**src/rtl/dmul_pkg.sv**
```systemverilog
package dmul_pkg;
  localparam int MAXCOL = 64;
  localparam int HW     = 8;
  localparam int OW     = 16;

  typedef logic [MAXCOL*HW-1:0] hrow_t;
  typedef logic [MAXCOL*OW-1:0] orow_t;

  // Term j of the height series (term 1 is 2).
  function automatic int dadda_term(int j);
    int d;
    d = 2;
    for (int i = 1; i < j; i++) d = (d * 3) / 2;
    return d;
  endfunction

  // Number of reduction stages for an N-bit operand.
  function automatic int stage_count(int n);
    int d;
    int j;
    d = 2;
    j = 1;
    while ((d * 3) / 2 < n) begin
      d = (d * 3) / 2;
      j++;
    end
    return j;
  endfunction

  // Per-column schedule at stage s. what: 0 = bits held, 1 = full-adders, 2 = half-adders.
  function automatic hrow_t sched_row(int n, int s, int what);
    int    ncol;
    int    nst;
    int    hg[MAXCOL];
    int    ff[MAXCOL];
    int    hh[MAXCOL];
    int    nx[MAXCOL];
    hrow_t r;
    ncol = 2 * n;
    nst  = stage_count(n);
    r    = '0;
    for (int k = 0; k < MAXCOL; k++) begin
      hg[k] = 0;
      ff[k] = 0;
      hh[k] = 0;
      nx[k] = 0;
    end
    for (int k = 0; k < ncol - 1; k++)
      hg[k] = ((k < 2*n - 2 - k) ? k : 2*n - 2 - k) + 1;
    for (int t = 0; t <= s; t++) begin
      int d;
      bit seen;
      d    = (t < nst) ? dadda_term(nst - t) : 0;
      seen = 1'b0;
      for (int k = 0; k < MAXCOL; k++) begin
        ff[k] = 0;
        hh[k] = 0;
      end
      if (t < nst) begin
        for (int k = 0; k < ncol - 1; k++) begin
          int cin;
          int outh;
          cin   = (k > 0) ? ff[k-1] + hh[k-1] : 0;
          ff[k] = hg[k] / 3;
          outh  = hg[k] - 2*ff[k] + cin;
          if (outh > d) begin
            hh[k] = outh - d;
            if (hh[k] > (hg[k] - 3*ff[k]) / 2) hh[k] = (hg[k] - 3*ff[k]) / 2;
          end
          if (!seen && hg[k] >= 2) begin
            int nb;
            int nout;
            seen = 1'b1;
            nb   = hg[k+1];
            nout = nb - 2*(nb/3) + ff[k] + 1;
            if (hg[k] == 2 && hh[k] == 0 && nout <= d) hh[k] = 1;
          end
        end
      end
      if (t == s) begin
        for (int k = 0; k < ncol; k++)
          r[k*HW +: HW] = (what == 0) ? 8'(hg[k]) : (what == 1) ? 8'(ff[k]) : 8'(hh[k]);
      end else begin
        for (int k = 0; k < ncol; k++)
          nx[k] = hg[k] - 2*ff[k] - hh[k] + ((k > 0) ? ff[k-1] + hh[k-1] : 0);
        for (int k = 0; k < ncol; k++) hg[k] = nx[k];
      end
    end
    return r;
  endfunction

  // Running bit offset of every column inside a flattened stage vector.
  function automatic orow_t offs_row(hrow_t h);
    orow_t o;
    int    acc;
    o   = '0;
    acc = 0;
    for (int k = 0; k < MAXCOL; k++) begin
      o[k*OW +: OW] = 16'(acc);
      acc += int'(h[k*HW +: HW]);
    end
    return o;
  endfunction

  // Lowest column that still holds two bits after the final stage.
  function automatic int lowest_pair(int n);
    hrow_t h;
    h = sched_row(n, stage_count(n), 0);
    for (int k = 0; k < 2*n; k++)
      if (int'(h[k*HW +: HW]) == 2) return k;
    return 2*n - 1;
  endfunction
endpackage

```
**src/rtl/dmul_fa.sv**
```systemverilog
module dmul_fa (
  input  logic a_i,
  input  logic b_i,
  input  logic c_i,
  output logic sum_o,
  output logic cry_o
);
  logic ab_x;
  assign ab_x  = a_i ^ b_i;
  assign sum_o = ab_x ^ c_i;            // c_i crosses one gate to the sum
  assign cry_o = (a_i & b_i) | (ab_x & c_i);
endmodule

```
**src/rtl/dmul_ha.sv**
```systemverilog
module dmul_ha (
  input  logic a_i,
  input  logic b_i,
  output logic sum_o,
  output logic cry_o
);
  assign sum_o = a_i ^ b_i;
  assign cry_o = a_i & b_i;
endmodule

```
**src/rtl/dmul_stage.sv**
```systemverilog
module dmul_stage
  import dmul_pkg::*;
#(
  parameter int N     = 16,
  parameter int S     = 0,
  parameter int ORDER = 0,
  localparam int    NCOL = 2 * N,
  localparam hrow_t HIN  = sched_row(N, S, 0),
  localparam hrow_t HOUT = sched_row(N, S + 1, 0),
  localparam hrow_t FCNT = sched_row(N, S, 1),
  localparam hrow_t HCNT = sched_row(N, S, 2),
  localparam orow_t OIN  = offs_row(HIN),
  localparam orow_t OOUT = offs_row(HOUT),
  localparam int    TIN  = int'(OIN[NCOL*OW +: OW]),
  localparam int    TOUT = int'(OOUT[NCOL*OW +: OW])
) (
  input  logic [TIN-1:0]  bits_i,
  output logic [TOUT-1:0] bits_o
);
  for (genvar c = 0; c < NCOL; c++) begin : g_col
    localparam int B    = int'(HIN[c*HW +: HW]);
    localparam int F    = int'(FCNT[c*HW +: HW]);
    localparam int H    = int'(HCNT[c*HW +: HW]);
    localparam int IB   = int'(OIN[c*OW +: OW]);
    localparam int OB   = int'(OOUT[c*OW +: OW]);
    localparam int USED = 3*F + 2*H;
    // First slot for this column's carries inside column c+1 of the next stage.
    localparam int CB   = (c < NCOL - 1) ?
                          int'(OOUT[(c+1)*OW +: OW]) + int'(HIN[(c+1)*HW +: HW])
                          - 2*int'(FCNT[(c+1)*HW +: HW]) - int'(HCNT[(c+1)*HW +: HW]) : 0;

    for (genvar j = 0; j < F; j++) begin : g_fa
      localparam int PA = IB + ((ORDER != 0) ? B - 1 - 3*j       : 3*j);
      localparam int PB = IB + ((ORDER != 0) ? B - 1 - (3*j + 1) : 3*j + 1);
      localparam int PC = IB + ((ORDER != 0) ? B - 1 - (3*j + 2) : 3*j + 2);
      dmul_fa u_fa (
        .a_i  (bits_i[PA]),
        .b_i  (bits_i[PB]),
        .c_i  (bits_i[PC]),
        .sum_o(bits_o[OB + j]),
        .cry_o(bits_o[CB + j])
      );
    end

    for (genvar j = 0; j < H; j++) begin : g_ha
      localparam int KA = 3*F + 2*j;
      localparam int PA = IB + ((ORDER != 0) ? B - 1 - KA       : KA);
      localparam int PB = IB + ((ORDER != 0) ? B - 1 - (KA + 1) : KA + 1);
      dmul_ha u_ha (
        .a_i  (bits_i[PA]),
        .b_i  (bits_i[PB]),
        .sum_o(bits_o[OB + F + j]),
        .cry_o(bits_o[CB + F + j])
      );
    end

    for (genvar k = USED; k < B; k++) begin : g_pass
      localparam int PK = IB + ((ORDER != 0) ? B - 1 - k : k);
      assign bits_o[OB + F + H + (k - USED)] = bits_i[PK];
    end
  end
endmodule

```
**src/rtl/dmul_cpa.sv**
```systemverilog
module dmul_cpa #(
  parameter int W  = 32,
  parameter int LO = 2
) (
  input  logic [W-1:0]    row_a_i,
  input  logic [W-LO-1:0] row_b_i,
  output logic [W-1:0]    sum_o
);
  // Columns below LO hold a single bit and bypass the adder.
  assign sum_o[LO-1:0] = row_a_i[LO-1:0];
  assign sum_o[W-1:LO] = row_a_i[W-1:LO] + row_b_i;
endmodule

```
**src/rtl/dmul_reduce.sv**
```systemverilog
module dmul_reduce
  import dmul_pkg::*;
#(
  parameter int N     = 16,
  parameter int ORDER = 0,
  localparam int NCOL = 2 * N,
  localparam int NST  = stage_count(N),
  localparam int LO   = lowest_pair(N)
) (
  input  logic [N-1:0]       a_i,
  input  logic [N-1:0]       b_i,
  output logic [NCOL-1:0]    row_a_o,
  output logic [NCOL-LO-1:0] row_b_o
);
  for (genvar s = 0; s <= NST; s++) begin : g_lvl
    localparam hrow_t HS = sched_row(N, s, 0);
    localparam orow_t OS = offs_row(HS);
    localparam int    T  = int'(OS[NCOL*OW +: OW]);
    logic [T-1:0] v;

    if (s == 0) begin : g_pp
      for (genvar c = 0; c < NCOL - 1; c++) begin : g_c
        localparam int OC   = int'(OS[c*OW +: OW]);
        localparam int IMIN = (c >= N) ? c - N + 1 : 0;
        for (genvar i = IMIN; i < N && i <= c; i++) begin : g_i
          assign v[OC + i - IMIN] = a_i[i] & b_i[c - i];
        end
      end
    end else begin : g_red
      dmul_stage #(.N(N), .S(s - 1), .ORDER(ORDER)) u_stage (
        .bits_i(g_lvl[s-1].v),
        .bits_o(v)
      );
    end

    if (s == NST) begin : g_rows
      for (genvar c = 0; c < NCOL; c++) begin : g_c
        localparam int HC = int'(HS[c*HW +: HW]);
        localparam int OC = int'(OS[c*OW +: OW]);
        if (HC >= 1) begin : g_a1
          assign row_a_o[c] = v[OC];
        end else begin : g_a0
          assign row_a_o[c] = 1'b0;
        end
        if (c >= LO) begin : g_b
          if (HC == 2) begin : g_b1
            assign row_b_o[c - LO] = v[OC + 1];
          end else begin : g_b0
            assign row_b_o[c - LO] = 1'b0;
          end
        end
      end
    end
  end
endmodule

```
**src/rtl/dadda_mul.sv**
```systemverilog
module dadda_mul
  import dmul_pkg::*;
#(
  parameter int N       = 16,
  parameter int ORDER   = 0,
  parameter bit REG_OUT = 1'b1,
  localparam int PW = 2 * N,
  localparam int LO = lowest_pair(N)
) (
  input  logic          clk,
  input  logic          rst_n,
  input  logic          in_valid,
  output logic          in_ready,
  input  logic [N-1:0]  op_a,
  input  logic [N-1:0]  op_b,
  output logic          out_valid,
  input  logic          out_ready,
  output logic [PW-1:0] product
);
  logic [PW-1:0]    row_a;
  logic [PW-LO-1:0] row_b;
  logic [PW-1:0]    prod_w;

  dmul_reduce #(.N(N), .ORDER(ORDER)) u_reduce (
    .a_i    (op_a),
    .b_i    (op_b),
    .row_a_o(row_a),
    .row_b_o(row_b)
  );

  dmul_cpa #(.W(PW), .LO(LO)) u_cpa (
    .row_a_i(row_a),
    .row_b_i(row_b),
    .sum_o  (prod_w)
  );

  if (REG_OUT) begin : g_reg
    logic          full_q;
    logic [PW-1:0] prod_q;
    assign in_ready  = !full_q || out_ready;
    assign out_valid = full_q;
    assign product   = prod_q;
    always_ff @(posedge clk or negedge rst_n) begin
      if (!rst_n) begin
        full_q <= 1'b0;
        prod_q <= '0;
      end else if (in_ready) begin
        full_q <= in_valid;
        if (in_valid) prod_q <= prod_w;
      end
    end
  end else begin : g_comb
    assign in_ready  = out_ready;
    assign out_valid = in_valid;
    assign product   = prod_w;
  end
endmodule

```
**config.mk**
```make
export PLATFORM = sky130hd
export DESIGN_NAME = dadda_mul
export DESIGN_NICKNAME = d
export VERILOG_FILES = /design/src/rtl/dmul_pkg.sv /design/src/rtl/dmul_fa.sv /design/src/rtl/dmul_ha.sv /design/src/rtl/dmul_stage.sv /design/src/rtl/dmul_cpa.sv /design/src/rtl/dmul_reduce.sv /design/src/rtl/dadda_mul.sv
export SDC_FILE = /design/constraint.sdc
export NUM_CORES = 1
export LEC_CHECK = 0
export BUFFER_PORTS_ARGS = -buffer_cell sky130_fd_sc_hd__buf_2
export CORE_ASPECT_RATIO = 1.4
export CORE_MARGIN = 1.5
export CORE_UTILIZATION = 25
export DETAILED_ROUTE_END_ITERATION = 8
export GPL_TIMING_DRIVEN = 0
export PLACE_DENSITY_LB_ADDON = 0.12
export REMOVE_ABC_BUFFERS = 1
export SYNTH_ARGS = -nofsm -noshare
export SYNTH_HDL_FRONTEND = slang
export SYNTH_SLANG_ARGS = --single-unit
```
**constraint.sdc**
```tcl
create_clock -name clk -period 1.5 [get_ports clk]
set_clock_uncertainty 0.2 [all_clocks]
set_input_delay 0.15 -clock clk [delete_from_list [all_inputs] [get_ports clk]]
set_output_delay 0.15 -clock clk [all_outputs]
set_load 0.02 [all_outputs]
```
# Word-level counts from Yosys, hierarchy flattened
# Cells that the tools add are included.
# Widths: inputs -> output; s select.
totals:
  in_bits: 36
  word_cells: 1297
  reg_bits: 33
classes:
  addsub: 1
  n_reduce_logical: 3
  bitwise: 1291
op_table:
  columns: ["operator", "count"]
  rows:
  - ["$and 1x1->1", 673]
  - ["$xor 1x1->1", 417]
  - ["$or 1x1->1", 201]
  - ["$add 24x24->25", 1]
  - ["$reduce_and 2->1", 1]
  - ["$logic_not 1->1", 1]
  - ["$logic_or 1x1->1", 1]

# Logic depth before layout (Yosys ltp)
depth:
  ltp_word: 16
  mapped_depth: 21
  mapped_depth_nobuf: 19

# Hierarchy
# A second synthesis with hierarchy kept.
hier_totals:
  cells_unflattened: 941
  hier_area_um2: 10222.3
modules_own_cells:
  columns: ["mod", "area_per_inst_um2", "cells_each", "seq_area_each_um2", "n_inst"]
  rows:
  - ["dmul_fa", 20.0, 1, 0.0, 201]
  - ["dmul_reduce", 1928.1, 291, 0.0, 1]
  - ["dmul_cpa", 1392.6, 190, 0.0, 1]
  - ["dadda_mul", 1391.3, 71, 825.8, 1]
  - ["dmul_stage at u_reduce.g_lvl[1].g_red.u_stage ...", 217.7, 29, 0.0, 3]
  - ["dmul_stage at u_reduce.g_lvl[3].g_red.u_stage", 247.7, 33, 0.0, 1]
  - ["dmul_stage at u_reduce.g_lvl[5].g_red.u_stage", 225.2, 30, 0.0, 1]
  - ["dmul_ha", 12.5, 1, 0.0, 15]
  - ["dmul_stage at u_reduce.g_lvl[6].g_red.u_stage", 172.7, 23, 0.0, 1]

# Worst setup path after synthesis
# OpenSTA, ideal clock, no wires.
synth_path:
  path_type: "input -> register"
  start: "input op_a[11]"
  end: "register g_reg.prod_q[26], in the netlist product[26]"
  required_time_ps: 1174
  path_buffers: 2
  slack_ps: -4216
  setup_time_ps: 126
  t_arrival_ps: 5390
  cell_stages: 21
  path_cell_list: "clkbuf_1 > nand2_1 > fa_1 > inv_1 > fa_1 > inv_1 > fa_1 > fa_1 > inv_1 > fa_1 > inv_1 > fa_1 > inv_1 > ha_1 > buf_6 > a21oi_1 > o21ai_0 > a41oi_4 > a31oi_4 > a31o_1 > a221o_1"
synth_via:
  elab_chain_len: 16
  word_cells_on_any_way: 483
  cone_classes: "add/sub: 1; bitwise: 482"
synth_lines:
  columns: ["element", "line", "text"]
  rows:
  - ["start: declaration", "dadda_mul.sv:14", "input logic [N-1:0] op_a,"]
  - ["$and 1x1->1", "dmul_reduce.sv:26", "assign v[OC + i - IMIN] = a_i[i] & b_i[c - i];"]
  - ["$xor 1x1->1", "dmul_fa.sv:9", "assign ab_x = a_i ^ b_i;"]
  - ["$xor 1x1->1", "dmul_fa.sv:10", "assign sum_o = ab_x ^ c_i;"]
  - ["$xor 1x1->1", "dmul_fa.sv:9", null]
  - ["$xor 1x1->1 or $and 1x1->1 (tied branches)", "dmul_fa.sv:10, dmul_fa.sv:11", null]
  - ["$xor 1x1->1 or $or 1x1->1 (tied branches)", "dmul_fa.sv:9, dmul_fa.sv:11", null]
  - ["$and 1x1->1 or $xor 1x1->1 (tied branches)", "dmul_fa.sv:11, dmul_fa.sv:9", null]
  - ["$or 1x1->1 or $xor 1x1->1 (tied branches)", "dmul_fa.sv:11, dmul_fa.sv:10", null]
  - ["$xor 1x1->1", "dmul_fa.sv:9", null]
  - ["$xor 1x1->1", "dmul_fa.sv:10", null]
  - ["$xor 1x1->1", "dmul_fa.sv:9", null]
  - ["$xor 1x1->1 or $and 1x1->1 (tied branches)", "dmul_fa.sv:10, dmul_fa.sv:11", null]
  - ["$xor 1x1->1 or $or 1x1->1 (tied branches)", "dmul_fa.sv:9, dmul_fa.sv:11", null]
  - ["$and 1x1->1", "dmul_fa.sv:11", "assign cry_o = (a_i & b_i) | (ab_x & c_i);"]
  - ["$or 1x1->1", "dmul_fa.sv:11", null]
  - ["$add 24x24->25 (*)", "dmul_cpa.sv:11", "assign sum_o[W-1:LO] = row_a_i[W-1:LO] + row_b_i;"]
  - ["end signal: assignment", "dadda_mul.sv:49", "if (in_valid) prod_q <= prod_w;"]
  - ["end: declaration", "dadda_mul.sv:39", "logic [PW-1:0] prod_q;"]
# Every way passes the cells marked *; elsewhere a longest branch is shown, timed or not.
# A chain may end at the register's enable or synchronous reset.

# Worst setup path in the final report
layout_path:
  start: "input op_a[9]"
  end: "register g_reg.prod_q[31], in the netlist product[31]"
layout_via:
  elab_chain_len: 16
  word_cells_on_any_way: 528
  cone_classes: "add/sub: 1; bitwise: 527"
layout_lines:
  columns: ["element", "line"]
  rows:
  - ["$and 1x1->1", "dmul_reduce.sv:26"]
  - ["$xor 1x1->1", "dmul_fa.sv:9"]
  - ["$xor 1x1->1", "dmul_fa.sv:10"]
  - ["$xor 1x1->1", "dmul_fa.sv:9"]
  - ["$xor 1x1->1 or $and 1x1->1 (tied branches)", "dmul_fa.sv:10, dmul_fa.sv:11"]
  - ["$xor 1x1->1 or $or 1x1->1 (tied branches)", "dmul_fa.sv:9, dmul_fa.sv:11"]
  - ["$and 1x1->1 or $xor 1x1->1 (tied branches)", "dmul_fa.sv:11, dmul_fa.sv:9"]
  - ["$or 1x1->1, or another cell as far along", "dmul_fa.sv:11"]
  - ["$xor 1x1->1 or $or 1x1->1 (tied branches)", "dmul_fa.sv:9, dmul_fa.sv:11"]
  - ["$xor 1x1->1 or $and 1x1->1 (tied branches)", "dmul_fa.sv:10, dmul_fa.sv:11"]
  - ["$xor 1x1->1 or $or 1x1->1 (tied branches)", "dmul_fa.sv:9, dmul_fa.sv:11"]
  - ["$and 1x1->1", "dmul_fa.sv:11"]
  - ["$or 1x1->1", "dmul_fa.sv:11"]
  - ["$and 1x1->1", "dmul_fa.sv:11"]
  - ["$or 1x1->1", "dmul_fa.sv:11"]
  - ["$add 24x24->25 (*)", "dmul_cpa.sv:11"]
# Marks and branches as above.

==> results_dict.tcl <==
set metrics [dict create \
    hold_class "in -> reg" \
    clock_latency_ns 0.29 \
    ios 70 \
    endpoint_kind "flop" \
    cp_max_fo 6 \
    dp_hpwl_mm 20.5 \
    reg2reg_depth 5 \
    drive_above_1_share_pct 25.5 \
    num_vias 6913 \
    port_buffers 69 \
    crit_path_start_kind "input port" \
    antenna_found_initial 0 \
    grt_pass1_vias 8007 \
    grt_start_max_net_pins 44 \
    cts-root-buf "clkbuf_16" \
    rows 82 \
    setup_viol 30 \
    grt_pass1_wl_mm 47.0 \
    wl_met2_mm 15.3 \
    cts_buffer_depth 2 \
    critical_path_buf_inv_count 4 \
    min_period_ns 5.28 \
    overflow 0 \
    ant_nets 0 \
    synth_cells 993 \
    ys.flop_type "dfrtp_1" \
    violations "setup timing" \
    syn2layout_area_growth_pct 30.0 \
    outcome "finished with violations" \
    place_congestion 0.731 \
    cts_sinks 33 \
    diodes 0 \
    finalCritPeriodShare_pct 352 \
    rsz0062_at_grt "yes" \
    wl_met3_um 436 \
    fp.dieW_um 164 \
    required_ns 1.47 \
    worst_path_dominant_cell_family "adder cells" \
    clock.fmax_ghz 0.190 \
    synth-seq-cells 33 \
    ys_async_sr_fraction_pct 100 \
    hold_start "in_valid" \
    post_synth.cell_area_avg_um2 9.12 \
    detail_route.wl_per_cell_um 18.8 \
    yosysUniqueCellTypes 45 \
    arrival_ns 5.25 \
    grtUsageTotal_pct 16.7 \
    synth_edf_count 0 \
    cts_tree "built" \
    setup_tns_ns -87.55 \
    crit_chain "buf_16, buf_12, and2_4, fa_1, inv_2, fa_2, fa_2, fa_2, fa_1, fa_1, inv_2, ha_4, and2_4, a221o_1, a31o_4, o2111ai_4, a21oi_2, o22a_1" \
    highest_layer "met4" \
    dp_slack_ns -4.96 \
    worst_pin_slew_ns 0.793 \
    hold_viol_final 0 \
    reg2reg_slack_ns -0.14 \
    whs_endpoint "product[10]" \
    drc 0 \
    route.final.wire_length_mm 29.1 \
    cts_buffers 5 \
    maxSlewViolCount 0 \
    htree_levels 2 \
    syn_area_mm2 0.00905 \
    coreArea_mm2 0.0357 \
    drt_iter0_markers 179 \
    slew_headroom_pct 47.1 \
    drt_first_pass_iters 5 \
    initial_core_util_pct 25.4 \
    die_area_mm2 0.0374 \
    crit_type "in -> reg" \
    critPathMaxStageDelay_ns 0.59 \
    wl_met1_mm 12.7 \
    avgViaCountPerCell 4.46 \
    nNetsFinal 1363 \
    worst_r2r_endpoint "product[31]" \
    hold_depth 3 \
    clkTransAtPathRegs_ns 0.06 \
    final.setup.worst_slack_ns -3.78 \
    r2r-start "out_valid" \
    yosysWarnings 0 \
    dieHeight_um 228 \
    ys_seq_area_share_pct 9.12 \
    maxCapViolCount 0 \
    slowest_stage "fa_2" \
]
## stage by stage
step | instances | hold slack (ns) | utilization, % | cell area (µm²)
6_report | 1549 | 0.0695 | 33.0 | 11800
5_1_grt | 1549 | 0.0930 | 33.0 | 11800
4_1_cts | 1537 | 0.0810 | 32.2 | 11500
3_5_place_dp | 1479 | 0.0943 | 27.4 | 9790
3_3_place_gp | 1478 | 0.0920 | 27.4 | 9770
2_1_floorplan | 947 | -0.346 | - | 8840
## registers in the layout (all words and copies together) (netlist names)
signal	flops
out_valid	1
product	32
## area by class of cell
cell class / instances / area [µm²]
clock buffer: 5 / 125
inverter: 199 / 747
timing repair buffer: 132 / 1420
tap: 462 / 578
fill: 3773 / 23900
clock inverter: 3 / 68.8
sequential: 33 / 826
multi-input combinational: 715 / 8000
## how the worst max path moves through the flow
stage / start / end / cells past startpoint
floorplan: op_b[15] / product[26] / 18
global placement: op_a[11] / product[30] / 20
detailed placement: op_a[11] / product[30] / 20
CTS: op_a[9] / product[30] / 19
global route: op_a[2] / product[26] / 19
finish: op_a[9] / product[31] / 18
## per-layer routing
| metal | global-route usage (%) | vias up |
|---|---|---|
| li1 | - | 3148 |
| met1 | 21.6 | 3634 |
| met2 | 30.0 | 101 |
| met3 | 0.564 | 30 |
| met4 | 4.52 | 0 |
| met5 | 0 | - |
## worst min-delay path, delay by kind of cell
kind / cells / cell delay (ns)
AO/OA/AOI/OAI: 1 / 0.08
AND/OR/NAND/NOR: 1 / 0.16
buffers and inverters: 1 / 0.12
## cell usage in the layout (no fill, tap or decap), types with 6 or more instances in the layout
| master | n |
|---|---|
| buf_4 | 44 |
| buf_12 | 11 |
| buf_2 | 37 |
| o21ai_0 | 9 |
| buf_16 | 12 |
| and2_1 | 178 |
| o21ai_1 | 19 |
| clkbuf_16 | 6 |
| fa_1 | 187 |
| ha_1 | 14 |
| nand3_1 | 7 |
| dfrtp_1 | 33 |
| and2_4 | 17 |
| ha_4 | 24 |
| xnor2_1 | 6 |
| a21oi_2 | 9 |
| inv_1 | 177 |
| a21oi_1 | 11 |
| buf_6 | 16 |
| nand2_1 | 111 |
| buf_8 | 8 |
| a21o_1 | 6 |
| inv_2 | 22 |
| fa_2 | 15 |
## synthesized netlist by cell type, types with 2 or more instances
library cell    n  share of area [%]
inv_1         199                8.3
xor2_1          7               0.68
and2_1        195                 13
clkbuf_1       40                1.7
nand4_1         5               0.35
dfrtp_1        33                9.1
o211ai_1        2               0.17
a21o_1          7               0.58
a211o_1         4               0.39
nand2_1       120                5.0
a221o_1         3               0.33
o31ai_1         3               0.25
nor2_1          7               0.29
and3_1          5               0.35
a21boi_0        3               0.25
fa_1          202                 45
ha_1           39                5.4
xnor2_1         8               0.77
o211ai_2        2               0.28
nor3_1          6               0.33
nand3_1        10               0.55
o21ai_0        31                1.7
a21oi_1        22                1.2
nand2b_1        6               0.41
o2111ai_1       3               0.29
a311oi_1        2               0.19
buf_4           2               0.17
a31oi_1         4               0.28
buf_6           4               0.50
or3_1           4               0.28
## kinds of logic (layout without fill, tap and decap cells)
logic type / Yosys count / in the layout / share of synthesized area (%)
flip-flops: 33 / 33 / 9.12
buffers and inverters: 245 / 339 / 10.6
multiplexers: 2 / 2 / 0.235
XOR/XNOR: 15 / 15 / 1.45
adder cells (fa/ha/maj): 241 / 241 / 50.1
AO/OA/AOI/OAI: 95 / 95 / 7.23
AND/OR/NAND/NOR: 362 / 362 / 21.3
## what timing repair did
| action | CTS | global route |
|---|---|---|
| setup buffers | 47 | 12 |
| pin swaps | 108 | 35 |
| hold buffers | 3 | 0 |
| resized for setup | 279 | 44 |
| endpoints found under the hold margin | 34 | 0 |
| endpoints found under the setup margin | 32 | 33 |
| gates cloned | 0 | 1 |
Power is not shown: default switching activity piles up to over one toggle a cycle in this logic, so the estimate is an artifact.
